**src/rtl/npc_pkg.sv**
```systemverilog
package npc_pkg;

    // Redirect slots in priority order, slot 0 is the highest.
    localparam int RD_TRAP = 0;
    localparam int RD_ERET = 1;
    localparam int RD_REPM = 2;
    localparam int RD_REPX = 3;
    localparam int RD_MISP = 4;
    localparam int RD_NUM  = 5;

    typedef enum logic [2:0] {
        SRC_SEQ,
        SRC_PRED,
        SRC_HOLD,
        SRC_MISP,
        SRC_REPX,
        SRC_REPM,
        SRC_ERET,
        SRC_TRAP
    } npc_src_e;

endpackage

```
**src/rtl/npc_misp_detect.sv**
```systemverilog
module npc_misp_detect #(
    parameter int PC_W = 32
) (
    input  logic            br_valid,
    input  logic [PC_W-1:0] br_target,
    input  logic [PC_W-1:0] br_follow_pc,
    output logic            misp
);
    // The wrong path was fetched when the follower's PC is not the real target.
    always_comb begin
        misp = br_valid && (br_target != br_follow_pc);
    end
endmodule

```
**src/rtl/npc_redirect_arb.sv**
```systemverilog
module npc_redirect_arb #(
    parameter int PC_W = 32,
    parameter int N    = 5
) (
    input  logic [N-1:0]           req,
    input  logic [N-1:0][PC_W-1:0] pc_in,
    output logic [N-1:0]           grant,
    output logic [PC_W-1:0]        pc_out,
    output logic                   any
);
    genvar i;
    generate
        for (i = 0; i < N; i++) begin : g_slot
            if (i == 0) begin : g_top
                assign grant[i] = req[i];
            end else begin : g_lower
                assign grant[i] = req[i] & ~(|req[i-1:0]);
            end
        end
    endgenerate

    always_comb begin
        pc_out = '0;
        for (int k = 0; k < N; k++) begin
            pc_out = pc_out | (grant[k] ? pc_in[k] : '0);
        end
        any = |req;
    end
endmodule

```
**src/rtl/npc_seq_step.sv**
```systemverilog
module npc_seq_step #(
    parameter int PC_W = 32,
    parameter int STEP = 4
) (
    input  logic [PC_W-1:0] cur_pc,
    input  logic            pred_taken,
    input  logic [PC_W-1:0] pred_target,
    output logic [PC_W-1:0] step_pc,
    output logic            use_pred
);
    localparam logic [PC_W-1:0] STEP_V = PC_W'(STEP);

    always_comb begin
        use_pred = pred_taken;
        step_pc  = pred_taken ? pred_target : (cur_pc + STEP_V);
    end
endmodule

```
**src/rtl/npc_select.sv**
```systemverilog
module npc_select #(
    parameter int              PC_W     = 32,
    parameter int              STEP     = 4,
    parameter logic [PC_W-1:0] RESET_PC = PC_W'(32'h0000_1000)
) (
    input  logic            clk,
    input  logic            rst_n,
    input  logic            fetch_stall,
    input  logic            pred_taken,
    input  logic [PC_W-1:0] pred_target,
    input  logic            br_valid,
    input  logic [PC_W-1:0] br_target,
    input  logic [PC_W-1:0] br_follow_pc,
    input  logic            rep_x_req,
    input  logic [PC_W-1:0] rep_x_pc,
    input  logic            rep_m_req,
    input  logic [PC_W-1:0] rep_m_pc,
    input  logic            trap_req,
    input  logic [PC_W-1:0] trap_base,
    input  logic            eret_req,
    input  logic [PC_W-1:0] eret_pc,
    output logic [PC_W-1:0] fetch_pc,
    output logic            flush
);
    import npc_pkg::*;

    typedef struct packed {
        logic [PC_W-1:0] pc;
        logic            flush;
    } npc_state_t;

    npc_state_t st_d, st_q;

    logic                        misp;
    logic [RD_NUM-1:0]           rd_req;
    logic [RD_NUM-1:0][PC_W-1:0] rd_pc;
    logic [RD_NUM-1:0]           rd_grant;
    logic [PC_W-1:0]             rd_sel_pc;
    logic                        rd_any;
    logic [PC_W-1:0]             step_pc;
    logic                        use_pred;
    npc_src_e                    src;

    npc_misp_detect #(.PC_W(PC_W)) misp_i (
        .br_valid     (br_valid),
        .br_target    (br_target),
        .br_follow_pc (br_follow_pc),
        .misp         (misp)
    );

    always_comb begin
        rd_req          = '0;
        rd_pc           = '0;
        rd_req[RD_TRAP] = trap_req;
        rd_pc[RD_TRAP]  = trap_base;
        rd_req[RD_ERET] = eret_req;
        rd_pc[RD_ERET]  = eret_pc;
        rd_req[RD_REPM] = rep_m_req;
        rd_pc[RD_REPM]  = rep_m_pc;
        rd_req[RD_REPX] = rep_x_req;
        rd_pc[RD_REPX]  = rep_x_pc;
        rd_req[RD_MISP] = misp;
        rd_pc[RD_MISP]  = br_target;
    end

    npc_redirect_arb #(.PC_W(PC_W), .N(RD_NUM)) arb_i (
        .req    (rd_req),
        .pc_in  (rd_pc),
        .grant  (rd_grant),
        .pc_out (rd_sel_pc),
        .any    (rd_any)
    );

    npc_seq_step #(.PC_W(PC_W), .STEP(STEP)) step_i (
        .cur_pc      (st_q.pc),
        .pred_taken  (pred_taken),
        .pred_target (pred_target),
        .step_pc     (step_pc),
        .use_pred    (use_pred)
    );

    // Next-state computation.
    always_comb begin
        st_d = st_q;
        if (rd_grant[RD_TRAP])      src = SRC_TRAP;
        else if (rd_grant[RD_ERET]) src = SRC_ERET;
        else if (rd_grant[RD_REPM]) src = SRC_REPM;
        else if (rd_grant[RD_REPX]) src = SRC_REPX;
        else if (rd_grant[RD_MISP]) src = SRC_MISP;
        else if (fetch_stall)       src = SRC_HOLD;
        else if (use_pred)          src = SRC_PRED;
        else                        src = SRC_SEQ;

        unique case (src)
            SRC_HOLD:          st_d.pc = st_q.pc;
            SRC_SEQ, SRC_PRED: st_d.pc = step_pc;
            default:           st_d.pc = rd_sel_pc;
        endcase
        st_d.flush = rd_any && !(src inside {SRC_SEQ, SRC_PRED, SRC_HOLD});
    end

    always_ff @(posedge clk) begin
        if (!rst_n) begin
            st_q.pc    <= RESET_PC;
            st_q.flush <= 1'b0;
        end else begin
            st_q <= st_d;
        end
    end

    assign fetch_pc = st_q.pc;
    assign flush    = st_q.flush;

endmodule

```
**config.mk**
```make
export PLATFORM = sky130hd
export DESIGN_NAME = npc_select
export DESIGN_NICKNAME = d
export VERILOG_FILES = /design/src/rtl/npc_pkg.sv /design/src/rtl/npc_misp_detect.sv /design/src/rtl/npc_redirect_arb.sv /design/src/rtl/npc_seq_step.sv /design/src/rtl/npc_select.sv
export SDC_FILE = /design/constraint.sdc
export NUM_CORES = 1
export LEC_CHECK = 0
export BUFFER_PORTS_ARGS = -buffer_cell sky130_fd_sc_hd__buf_2
export CAP_MARGIN = 0
export CORE_ASPECT_RATIO = 0.6
export CORE_UTILIZATION = 37
export DETAILED_ROUTE_END_ITERATION = 16
export GPL_TIMING_DRIVEN = 0
export PLACE_DENSITY = 0.78
export SLEW_MARGIN = 15
export SYNTH_ARGS = -nofsm -noshare
export SYNTH_HDL_FRONTEND = slang
export SYNTH_SLANG_ARGS = --single-unit
```
**constraint.sdc**
```tcl
create_clock -name clk -period 2.1 [get_ports clk]
set_input_delay 0.42 -clock clk [delete_from_list [all_inputs] [get_ports clk]]
set_output_delay 0.42 -clock clk [all_outputs]
set_load 0.01 [all_outputs]
```
==> results.py <==
metrics = {
    "outcome": {
        "run_status": "finished, violations left",
        "failed_checks": "negative setup slack",
    },
    "floorplan": {
        "die_h_um": 77.8,
        "die_w_um": 128,
        "fp-row-count": 27,
        "core_area_mm2": 0.00922,
        "initial_core_util_pct": 38.4,
        "dieArea_mm2": 0.00999,
        "io_pins": 266,
    },
    "drt": {
        "wirelength_um": 20500,
        "drt_iter0_markers": 771,
        "wl_per_cell_um": 22.3,
        "vias": 5649,
        "ant_nets": 0,
        "drt-pass1-iter-count": 7,
        "drc": 0,
        "viasPerCell": 6.16,
    },
    "worst_hold_path": {
        "hp-class": "in -> reg",
        "hold_path_depth": 3,
    },
    "clock_network": {
        "holdBufCountCts": 0,
        "clkTransAtPathRegs_ns": 0.05,
        "clk-insertion-delay-late_ns": 0.28,
        "cts_made_buffers": 5,
        "cts-root-buf": "clkbuf_16",
        "cts_tree": "built",
        "cts_max_level": 2,
        "cts_sinks": 33,
        "clockBufferDepth": 2,
    },
    "global_route": {
        "grt_pass1_wl_um": 29300,
        "antenna_found_initial": 0,
        "grt_pass1_vias": 5226,
        "overflow": 0,
        "track_usage_pct": 39.1,
        "grt_max_degree": 11,
    },
    "cells_and_area": {
        "drive_gt1_share_pct": 47.0,
        "fin_cells": 917,
        "fin_util_pct": 63.3,
        "fin_nets": 1020,
        "nFillCells": 844,
        "areaGrowthSynthToFinish_pct": 64.6,
        "post-route-cell-area_mm2": 0.00584,
        "insertedDiodeCount": 0,
    },
    "place": {
        "io_buffers": 263,
        "dpl-instance-area_mm2": 0.00502,
        "place_congestion": 0.994,
        "dp_cells": 895,
        "place.detailed.hpwl_um": 16300,
        "pre_cts_slack_ns": -0.947,
    },
    "synthesis": {
        "synth_area_leader_cell": "dfxtp_1",
        "synth-warning-count": 0,
        "netlist.area_leader.share_pct": 18.6,
        "synthArstFlopShare_pct": 0,
        "synth.area.top_cells": "dfxtp_1 19%, xor2_1 9.9%, o21ai_0 7.2%",
        "ys_ff_latch": 33,
        "synthCells": 502,
        "synth-edff-count": 0,
        "yosysSeqAreaShare_pct": 18.6,
        "synth_cell_types": 60,
        "syn-num-nets": 736,
        "synth_area_mm2": 0.00354,
        "synthFlopType": "dfxtp_1",
        "synth_area_per_cell_um2": 7.06,
    },
    "worst_setup_path": {
        "arrival_ns": 2.35,
        "cp_data_required_time_ns": 2.30,
        "crit_fanout": 7,
        "startpoint_type": "register",
        "r2r_cells": 8,
        "path_class": "reg -> reg",
        "end_kind": "register",
    },
    "timing": {
        "slew_headroom_pct": 55.5,
        "setup_viol": 4,
        "clock_skew_ns": 0.00743,
        "tightest_slew_ns": 0.668,
        "rsz0062_at_grt": "true",
        "finalHoldViolCount": 0,
        "holdWs_ns": 0.414,
        "finalCritPeriodShare_pct": 102,
        "maxClockFrequency_mhz": 466,
        "drv_slew": 0,
        "finalSetupTns_ns": -0.135,
        "worst_slack_ns": -0.0468,
        "period_minus_slack_ns": 2.15,
    },
    "power": {
        "power_mw": 2.45,
        "p_leak_nw": 2.51,
        "power.density_mw_per_mm2": 420,
        "max-vdd-ir-drop_mv": 0.360,
    },
    "run": {
        "cap_viol_max_count": 0,
    },
}
==> worst max-delay path, cell delays in order (launching register included) <==
cell	delay, ns
dfxtp_2	0.41
and4_4	0.25
and4_1	0.21
buf_6	0.12
and2_4	0.17
nand3_4	0.07
or4_1	0.49
a21o_1	0.19
a31oi_1	0.15
==> state kept, by name (all words and copies together), names as in the netlist <==
| name | cells |
|---|---|
| fetch_pc | 32 |
| flush | 1 |
==> power breakdown <==
part,internal (mW),switching [mW]
clock network,0.436,0.285
registers,0.679,0.0834
logic,0.444,0.522
==> cell families after synthesis <==
logic type      after synthesis  synth area share (%)
compound gates              195                  37.7
xor+xnor                     47                  11.6
fa+ha+maj                     1                 0.353
buf+inv                      50                  5.68
flops                        33                  18.6
mux                           6                  1.80
simple gates                170                  24.2
==> routing by layer <==
metal	wire length, um	GRT usage [%]
met5	0	0
met4	402	8.12
met3	2600	10.4
met2	8950	60.6
met1	8520	53.9
==> cells in the final DEF (no fill, tap or decap), types with 7 or more instances in the layout <==
| master | Yosys | final |
|---|---|---|
| nand4_1 | 14 | 14 |
| a31oi_1 | 11 | 11 |
| clkbuf_2 | 0 | 8 |
| nand2_1 | 44 | 43 |
| dfxtp_1 | 33 | 21 |
| a22oi_1 | 32 | 32 |
| buf_4 | 2 | 16 |
| dfxtp_2 | 0 | 12 |
| o21ai_0 | 51 | 40 |
| a21oi_1 | 22 | 22 |
| nand3_1 | 21 | 20 |
| buf_6 | 0 | 8 |
| a221oi_1 | 28 | 17 |
| buf_2 | 5 | 258 |
| and3_1 | 9 | 7 |
| nor2_1 | 44 | 42 |
| xnor2_1 | 7 | 7 |
| xor2_1 | 40 | 32 |
| o21ai_1 | 1 | 10 |
| clkbuf_1 | 35 | 23 |
==> worst paths after layout <==
path	end	startpoint	slack, ns
max reg2reg	fetch_pc[26]	fetch_pc[6]	-0.05
max	fetch_pc[26]	fetch_pc[6]	-0.05
min	fetch_pc[20]	pred_target[20]	0.41
min reg2reg	fetch_pc[0]	fetch_pc[0]	0.50
==> repair_timing <==
item	CTS	global route
pin swaps	10	26
resized for setup	60	79
cloned	0	1
setup buffers	7	9
hold endpoints to repair	0	0
endpoints found under the setup margin	33	32
==> layout make-up <==
type / instances / area, um^2 / area share [%]
plain buffers: 43 / 267 / 4.57
repair buffers: 280 / 1510 / 25.9
multi-input cells: 419 / 3060 / 52.5
clock buffers: 6 / 129 / 2.21
inverters: 4 / 15.0 / 0.257
well taps: 130 / 163 / 2.79
flip-flops and latches: 33 / 676 / 11.6
clock inverters: 2 / 10.0 / 0.172
==> cell usage after synthesis, drive strengths merged, types with 4 or more instances <==
master / n
a21oi: 22
inv: 4
a31oi: 11
o22ai: 6
buf: 11
xor2: 40
a211oi: 4
nor2: 44
clkbuf: 35
nand2: 44
o21ai: 52
xnor2: 7
a221oi: 28
nor4: 11
a22oi: 32
dfxtp: 33
o211ai: 4
o2bb2ai: 4
and3: 9
nand3: 22
and2: 4
o31a: 6
nor3b: 4
nand4: 15
Note: power is estimated with default switching activity, not from simulation.
